`src/rtl/tpwm_pkg.sv`:
```
package tpwm_pkg;

    typedef enum logic [1:0] {
        EDGE_NONE = 2'b00,
        EDGE_RISE = 2'b01,
        EDGE_FALL = 2'b10,
        EDGE_BOTH = 2'b11
    } edge_sel_e;

    function automatic logic edge_hit(input logic [1:0] sel, input logic cur, input logic prev);
        logic rise;
        logic fall;
        rise = cur & ~prev;
        fall = ~cur & prev;
        return (sel[0] & rise) | (sel[1] & fall);
    endfunction

endpackage

```
`src/rtl/tpwm_edge_det.sv`:
```
module tpwm_edge_det #(
    parameter int SYNC_STAGES = 2
) (
    input  logic       clk,
    input  logic       rst_n,
    input  logic       trig_in,
    input  logic [1:0] edge_sel,
    output logic       hit
);
    import tpwm_pkg::*;

    localparam int TOP = SYNC_STAGES - 1;

    logic [TOP:0] sync_d, sync_q;
    logic         prev_d, prev_q;

    generate
        if (SYNC_STAGES > 1) begin : g_chain
            always_comb sync_d = {sync_q[TOP-1:0], trig_in};
        end else begin : g_single
            always_comb sync_d = trig_in;
        end
    endgenerate

    always_comb begin
        prev_d = sync_q[TOP];
        hit    = edge_hit(edge_sel, sync_q[TOP], prev_q);
    end

    always_ff @(posedge clk or negedge rst_n) begin
        if (!rst_n) begin
            sync_q <= '0;
            prev_q <= 1'b0;
        end else begin
            sync_q <= sync_d;
            prev_q <= prev_d;
        end
    end
endmodule

```
`src/rtl/tpwm_hold.sv`:
```
module tpwm_hold #(
    parameter int W = 16
) (
    input  logic         clk,
    input  logic         rst_n,
    input  logic         wr,
    input  logic [W-1:0] wdata,
    output logic [W-1:0] q
);
    logic [W-1:0] val_d, val_q;

    always_comb val_d = wr ? wdata : val_q;

    always_ff @(posedge clk or negedge rst_n) begin
        if (!rst_n) val_q <= '0;
        else        val_q <= val_d;
    end

    assign q = val_q;
endmodule

```
`src/rtl/tpwm_core.sv`:
```
module tpwm_core #(
    parameter int CNT_W = 16
) (
    input  logic             clk,
    input  logic             rst_n,
    input  logic             cnt_en,
    input  logic             run_en,
    input  logic             trig,
    input  logic [CNT_W-1:0] per_hold,
    input  logic [CNT_W-1:0] duty_hold,
    output logic [CNT_W-1:0] cnt,
    output logic             pwm,
    output logic             tgl,
    output logic             per_irq,
    output logic             duty_irq,
    output logic             running,
    output logic [CNT_W-1:0] per_buf,
    output logic [CNT_W-1:0] duty_buf
);
    localparam logic [CNT_W-1:0] PARK = '1;

    typedef struct packed {
        logic [CNT_W-1:0] cnt;
        logic [CNT_W-1:0] per_buf;
        logic [CNT_W-1:0] duty_buf;
        logic             running;
        logic             pwm;
        logic             tgl;
        logic             per_irq;
        logic             duty_irq;
    } core_st_t;

    core_st_t st_d, st_q;
    logic     moved;

    always_comb begin
        st_d          = st_q;
        st_d.per_irq  = 1'b0;
        st_d.duty_irq = 1'b0;
        moved         = 1'b0;

        if (!st_q.running) begin
            st_d.per_buf  = per_hold;
            st_d.duty_buf = duty_hold;
        end

        if (!run_en) begin
            st_d.cnt     = PARK;
            st_d.running = 1'b0;
            st_d.tgl     = 1'b0;
        end else if (trig) begin
            st_d.cnt     = '0;
            st_d.running = 1'b1;
            st_d.tgl     = ~st_q.tgl;
            moved        = 1'b1;
        end else if (st_q.running && cnt_en) begin
            moved = 1'b1;
            if (st_q.cnt == st_q.per_buf) begin
                st_d.cnt      = '0;
                st_d.tgl      = ~st_q.tgl;
                st_d.per_irq  = 1'b1;
                st_d.per_buf  = per_hold;
                st_d.duty_buf = duty_hold;
            end else begin
                st_d.cnt = st_q.cnt + 1'b1;
            end
        end

        st_d.pwm      = st_d.running && (st_d.cnt < st_d.duty_buf);
        st_d.duty_irq = moved && st_d.running && (st_d.cnt == st_d.duty_buf);
    end

    always_ff @(posedge clk or negedge rst_n) begin
        if (!rst_n) begin
            st_q         <= '0;
            st_q.cnt     <= PARK;
        end else begin
            st_q <= st_d;
        end
    end

    assign cnt      = st_q.cnt;
    assign pwm      = st_q.pwm;
    assign tgl      = st_q.tgl;
    assign per_irq  = st_q.per_irq;
    assign duty_irq = st_q.duty_irq;
    assign running  = st_q.running;
    assign per_buf  = st_q.per_buf;
    assign duty_buf = st_q.duty_buf;
endmodule

```
`src/rtl/trig_pwm_timer.sv`:
```
module trig_pwm_timer #(
    parameter int CNT_W       = 16,
    parameter int SYNC_STAGES = 2
) (
    input  logic             clk,
    input  logic             rst_n,
    input  logic             cnt_en,
    input  logic             run_en,
    input  logic [1:0]       edge_sel,
    input  logic             ext_trig,
    input  logic             sw_trig,
    input  logic             per_wr,
    input  logic [CNT_W-1:0] per_wdata,
    input  logic             duty_wr,
    input  logic [CNT_W-1:0] duty_wdata,
    output logic             pwm_out,
    output logic             tgl_out,
    output logic             per_irq,
    output logic             duty_irq,
    output logic [CNT_W-1:0] cnt_val
);
    logic             ext_hit;
    logic             trig;
    logic [CNT_W-1:0] per_hold, duty_hold;
    logic [CNT_W-1:0] per_buf, duty_buf;
    logic             run_q;

    tpwm_edge_det #(.SYNC_STAGES(SYNC_STAGES)) u_edge (
        .clk      (clk),
        .rst_n    (rst_n),
        .trig_in  (ext_trig),
        .edge_sel (edge_sel),
        .hit      (ext_hit)
    );

    tpwm_hold #(.W(CNT_W)) u_per_hold (
        .clk   (clk),
        .rst_n (rst_n),
        .wr    (per_wr),
        .wdata (per_wdata),
        .q     (per_hold)
    );

    tpwm_hold #(.W(CNT_W)) u_duty_hold (
        .clk   (clk),
        .rst_n (rst_n),
        .wr    (duty_wr),
        .wdata (duty_wdata),
        .q     (duty_hold)
    );

    assign trig = run_en & (sw_trig | ext_hit);

    tpwm_core #(.CNT_W(CNT_W)) u_core (
        .clk       (clk),
        .rst_n     (rst_n),
        .cnt_en    (cnt_en),
        .run_en    (run_en),
        .trig      (trig),
        .per_hold  (per_hold),
        .duty_hold (duty_hold),
        .cnt       (cnt_val),
        .pwm       (pwm_out),
        .tgl       (tgl_out),
        .per_irq   (per_irq),
        .duty_irq  (duty_irq),
        .running   (run_q),
        .per_buf   (per_buf),
        .duty_buf  (duty_buf)
    );
endmodule

```
`config.mk`:
```
export PLATFORM = sky130hd
export DESIGN_NAME = trig_pwm_timer
export DESIGN_NICKNAME = d
export VERILOG_FILES = /design/src/rtl/tpwm_pkg.sv /design/src/rtl/tpwm_edge_det.sv /design/src/rtl/tpwm_hold.sv /design/src/rtl/tpwm_core.sv /design/src/rtl/trig_pwm_timer.sv
export SDC_FILE = /design/constraint.sdc
export NUM_CORES = 1
export LEC_CHECK = 0
export ABC_AREA = 1
export BUFFER_PORTS_ARGS = -buffer_cell sky130_fd_sc_hd__buf_2
export CAP_MARGIN = 10
export CELL_PAD_IN_SITES_DETAIL_PLACEMENT = 0
export CELL_PAD_IN_SITES_GLOBAL_PLACEMENT = 2
export CORE_ASPECT_RATIO = 2
export CORE_MARGIN = 2
export CORE_UTILIZATION = 37
export CTS_BUF_LIST = sky130_fd_sc_hd__clkbuf_16
export DETAILED_ROUTE_END_ITERATION = 8
export PLACE_DENSITY = 0.95
export SLEW_MARGIN = 20
export SYNTH_ARGS = -nofsm -noshare
export SYNTH_HDL_FRONTEND = slang
export SYNTH_SLANG_ARGS = --single-unit
```
`constraint.sdc`:
```
create_clock -name clk -period 6.9 [get_ports clk]
set_input_delay 1.035 -clock clk [delete_from_list [all_inputs] [get_ports clk]]
set_output_delay 1.035 -clock clk [all_outputs]
set_load 0.05 [all_outputs]
```
# Word level (Yosys, flattened, before mapping)
# Cells that the tools add are included.
# op_classes
add_sub_neg,1
order_cmp,1
n_eq_ne,4
mux,19
bitwise,10
n_reduce_logical,5
# op_table
op,count
32-bit two-way mux,4
16-bit two-way mux,3
48-bit two-way mux,1
16-bit == test,2
"16-bit by 1-bit adder with 16-bit output, second input constant",1
16-bit < comparator,1
1-bit two-way mux,9
"3-bit by 1-bit != test with 1-bit output, second input constant",2
1-bit AND,5
1-bit logical AND,4
2-bit two-way mux,2
1-bit NOT,3
1-bit OR,2
2-bit AND reduction,1
# word_totals
ff_bits,88
inputBits,42
output_inout_bits,20
elab_cells,52

# Longest topological paths before layout
# depth
ltp_word,10
depth_mapped,19
ltp_nobuf,17

# Cells and area by module
# From an unflattened synthesis, not the netlist that was laid out.
# hier_totals
cells_unflattened,547
hier_area_um2,4438.0
# by_module_without_submodules
module,instances,cells_each,area_per_inst_um2,seq_area_each_um2
tpwm_core,1,400,3041.7,1346.3
tpwm_hold,2,68,644.4,400.4
tpwm_edge_det,1,8,96.3,75.1
trig_pwm_timer,1,3,11.3,0.0

# Worst setup path before layout
# OpenSTA, ideal clock, no wires.
# synth_path
kind,input to register
start,input port run_en
end,"register u_core.st_q, in the netlist u_core.pwm"
setup_time_ps,77
arrival_ps,2850
required_time_ps,6823
slack_ps,3973
path_stages,14
path_buffers,3
cell_sequence,clkbuf_1 -> inv_1 -> nor2_1 -> nand4_2 -> buf_2 -> buf_4 -> nand3_1 -> nand2_1 -> ha_1 -> nand2_1 -> nor2_1 -> a211oi_1 -> o211ai_1 -> a21oi_1
# synth_lines
item,line_no,source
from (decl),trig_pwm_timer.sv:8,"input logic run_en,"
to (signal assigned),tpwm_core.sv:78,st_q <= st_d;
to (decl),tpwm_core.sv:33,"core_st_t st_d, st_q;"

==> metrics.md <==
| Metric | Value |
|---|---|
| DR vias | 3627 |
| Pwr per Cell Area | between 200 and 300 nW/um2 |
| Clock power share | 34.4% |
| Clk slew on worst S/H paths | approximately 0.06 ns |
| Slowest stage delay, CP | 0.39 ns |
| CTS tree | built |
| Vias/cell | 4.717 |
| Internal | 942.2 uW |
| Min Clock Period, post-route | approximately 3.4 ns |
| Maxcap violations | 0 |
| DRC errors left | 0 |
| Antenna violations before repair | 0 |
| Synth unique cells | 33 |
| Met2 routed WL | 5.683 mm |
| Seq pwr share | 46.4% |
| Area Growth Syn to Fin | 14.71% |
| PortBufs | 61 |
| Worst Path Arrival | ~3.6 ns |
| CP required | ~7.2 ns |
| GR Util All Layers | between 15 and 20% |
| Top routing layer used | met4 |
| Antenna diode count | 0 |
| Metal-1 WL | 4.300 mm |
| Worst reg2reg path depth | 18 |
| Final setup fails | 0 |
| Crit. End Element | flip-flop |
| Post-DP HPWL | 7.917 mm |
| Crit path cell chain | buf_2 > nand3_1 > nand3b_1 > nor2_1 > nand4_2 > buf_4 > nand2_1 > buf_4 > nand2_1 > nand2_1 > ha_1 > a21oi_1 > nor2_1 > a211oi_1 > o211ai_1 > a21oi_1 |
| Most frequent cells in the layout | nand2_1 (187), dfrtp_1 (72), inv_1 (62) |
| WL/cell | 13.78 um |
| Crit path kind | in -> reg |
| Routability cong. | 0.8771 |
| Maximum clock frequency | 298.1 MHz |
| Final Cycle Share | 48.61% |
| Mapped Nets | slightly above 600 |
| Nets@finish | 676 |
| Post CTS Setup Buffer Count | 0 |
| Post-synth EDFFs | 0 |
| Mapped Cells | about 560 |
| Worst-Skew Late Latency | 0.33 ns |
| Post-Syn Area | 4593 um2 |
| Vias in the first global route | approximately 3700 |
| DR iter-0 viols | 192 |
| Global route total overflow | 0 |
| First-pass GRT wire length | 17.67 mm |
| FILL cells | 1280 |
| Post-synth top area cell | dfrtp_1 |
| Cell Area, Placed | about 5000 um2 |
| Post-synthesis sequential area ratio | 48.38% |
| Fin. Hold Viols | 0 |
| Hold Crit Depth | 0 |
| Fraction of layout cells with a size suffix above 1 | about a fifth |
| Unrepaired setup endpoints after global routing | false |
| DRT Pass-1 Iters | 4 |
| Yosys reg bits | 88 |
| CP max FO | 49 |
| Largest net degree at the start of global routing | 70 |
| Std-Cell Core Area | 12120 um2 |
| Worst slew margin | 42.95% |
| Worst-margin pin slew | about 0.86 ns |
| Post-DRT Antenna Nets | 0 |
| WL met3 | 368 um |
| Die ar. | 13380 um2 |
| Pleak | roughly 0.0028 uW |
| Synth async-reset ratio | between 90% and 100% |
| Synth Flop Type | dfrtp_1 |
| Share of the synthesized area in the top cell type | 39.23% |
| Core Rows | 57 |
| Number of synthesis warnings | 0 |
| CTS sink count | 88 |
| CTS HTree Levels | 3 |
| Max Slew Vio Count | 0 |
| CTS Hold Bufs | 0 |
| Clk root buf | clkbuf_16 |
| Sw Ratio | about 29% |
| Syn Area/Cell | ~8.2 um2 |
| IO Count | 62 |
| Routed Wire Length | 10.59 mm |
| Synth area leaders | dfrtp_1 (39%), nand2_1 (15%), dfstp_2 (9.2%) |
| Chip height | around 160 um |
| Final instance area | 5269 um2 |
| Status | complete, no violations |
| Post-CTS Resized | 0 |
| Startpoint types | input pin |
| Worst VDD drop | 132.8 uV |
| HP Class | reg -> reg |
| Setup TNS | 0 ns |
| CTS Buf Count | 9 |
| Combinational share of power | 19.1% |
| Most frequent CP cell | nand2_1 |
| Layout Skew | between 0.003 and 0.004 ns |
| Switching pwr | 391.6 uW |
| Starting density of the core | roughly 38% |
| Most common cell after layout, fill and taps aside | nand2_1 |
| Slowest CP cell | buf_4 |
| Deepest clock path buffer count | 2 |
| Die X-Extent | 82.79 um |
-- final timing paths --
| kind | from | end | slack, ns |
|---|---|---|---|
| max in group asynchronous | rst_n | u_duty_hold.q[13]$_DFFE_PN0P_ | 5.21 |
| worst min register to register | u_edge.sync_q[0]$_DFF_PN0_ | u_edge.sync_q[1]$_DFF_PN0_ | 0.36 |
| worst min-delay path | u_edge.sync_q[0]$_DFF_PN0_ | u_edge.sync_q[1]$_DFF_PN0_ | 0.36 |
| min in group asynchronous | rst_n | u_per_hold.q[1]$_DFFE_PN0P_ | 0.57 |
| worst max-delay path | edge_sel[1] | u_core.pwm$_DFF_PN0_ | 3.55 |
| worst max register to register | u_core.cnt[0]$_DFF_PN1_ | u_core.pwm$_DFF_PN0_ | 3.66 |
-- routing by layer --
layer,vias up,GRT usage (%)
li1,1898,-
met1,1651,20.20
met2,63,30.24
met3,15,2.682
met4,0,7.601
met5,-,0
-- sequential cells by signal, summed over array words and instances, names as in the netlist, 2 cells and up --
name,flops
u_core.duty_buf,16
u_per_hold.q,16
u_duty_hold.q,16
u_core.cnt,16
u_edge.sync_q,2
u_core.per_buf,16
-- worst max-delay path: cells and delay by family --
family          cells  cell delay [ns]
simple gates        8             0.94
compound gates      4             0.58
buf+inv             3             0.79
fa+ha+maj           1             0.24
-- layout make-up --
class                      count  area [um2]  share of cell area [%]
multi-input combinational    385        1989                   37.76
inverter                      68       255.2                   4.844
timing repair buffer          65       337.8                   6.412
clock inverter                 7       55.05                   1.045
tap                          147       183.9                   3.491
sequential                    88        2222                   42.18
clock buffer                   9       225.2                   4.275
-- power groups by stage --
stage / logic (uW) / registers (uW) / clock network [uW]
after floorplan: 160 / 649 / 0
after global routing: 296 / 628 / 495
after detailed placement: 259 / 629 / 0
after global placement: 253 / 627 / 0
after CTS: 261 / 620 / 474
final: 255 / 619 / 459
-- stage by stage --
stage	utilization [%]	hold slack (ns)	std cells	setup WS, ns	power [uW]
3_3_place_gp	41.15	0.3345	753	3.236	880.3
3_5_place_dp	41.15	0.3497	753	3.150	887.4
5_1_grt	43.46	0.3768	769	3.228	1418
4_1_cts	43.46	0.3633	769	3.499	1354
6_report	43.46	0.3595	769	3.546	1334
2_1_floorplan	-	0.3312	563	3.973	808.5
-- Yosys cell counts, drive strengths merged (4+ instances only) --
library cell and number:
nand2 187, xor2 11, nor2 32, dfrtp 72, nor3 4, mux2 17, buf 9, o21ai 28
nand4 5, clkbuf 13, inv 67, dfstp 16, a21oi 12, nand3 59, ha 17
-- kinds of logic (layout without fill, tap and decap cells) --
| group | Yosys count | in the layout | share of synthesized area, % |
|---|---|---|---|
| multiplexers | 17 | 17 | 4.168 |
| AND/OR/NAND/NOR | 291 | 291 | 26.53 |
| buffers and inverters | 90 | 149 | 8.308 |
| adder cells (fa/ha/maj) | 17 | 17 | 4.631 |
| flip-flops | 88 | 88 | 48.38 |
| AO/OA/AOI/OAI | 47 | 47 | 5.503 |
| XOR/XNOR | 13 | 13 | 2.479 |
(Power assumes the default switching activity.)
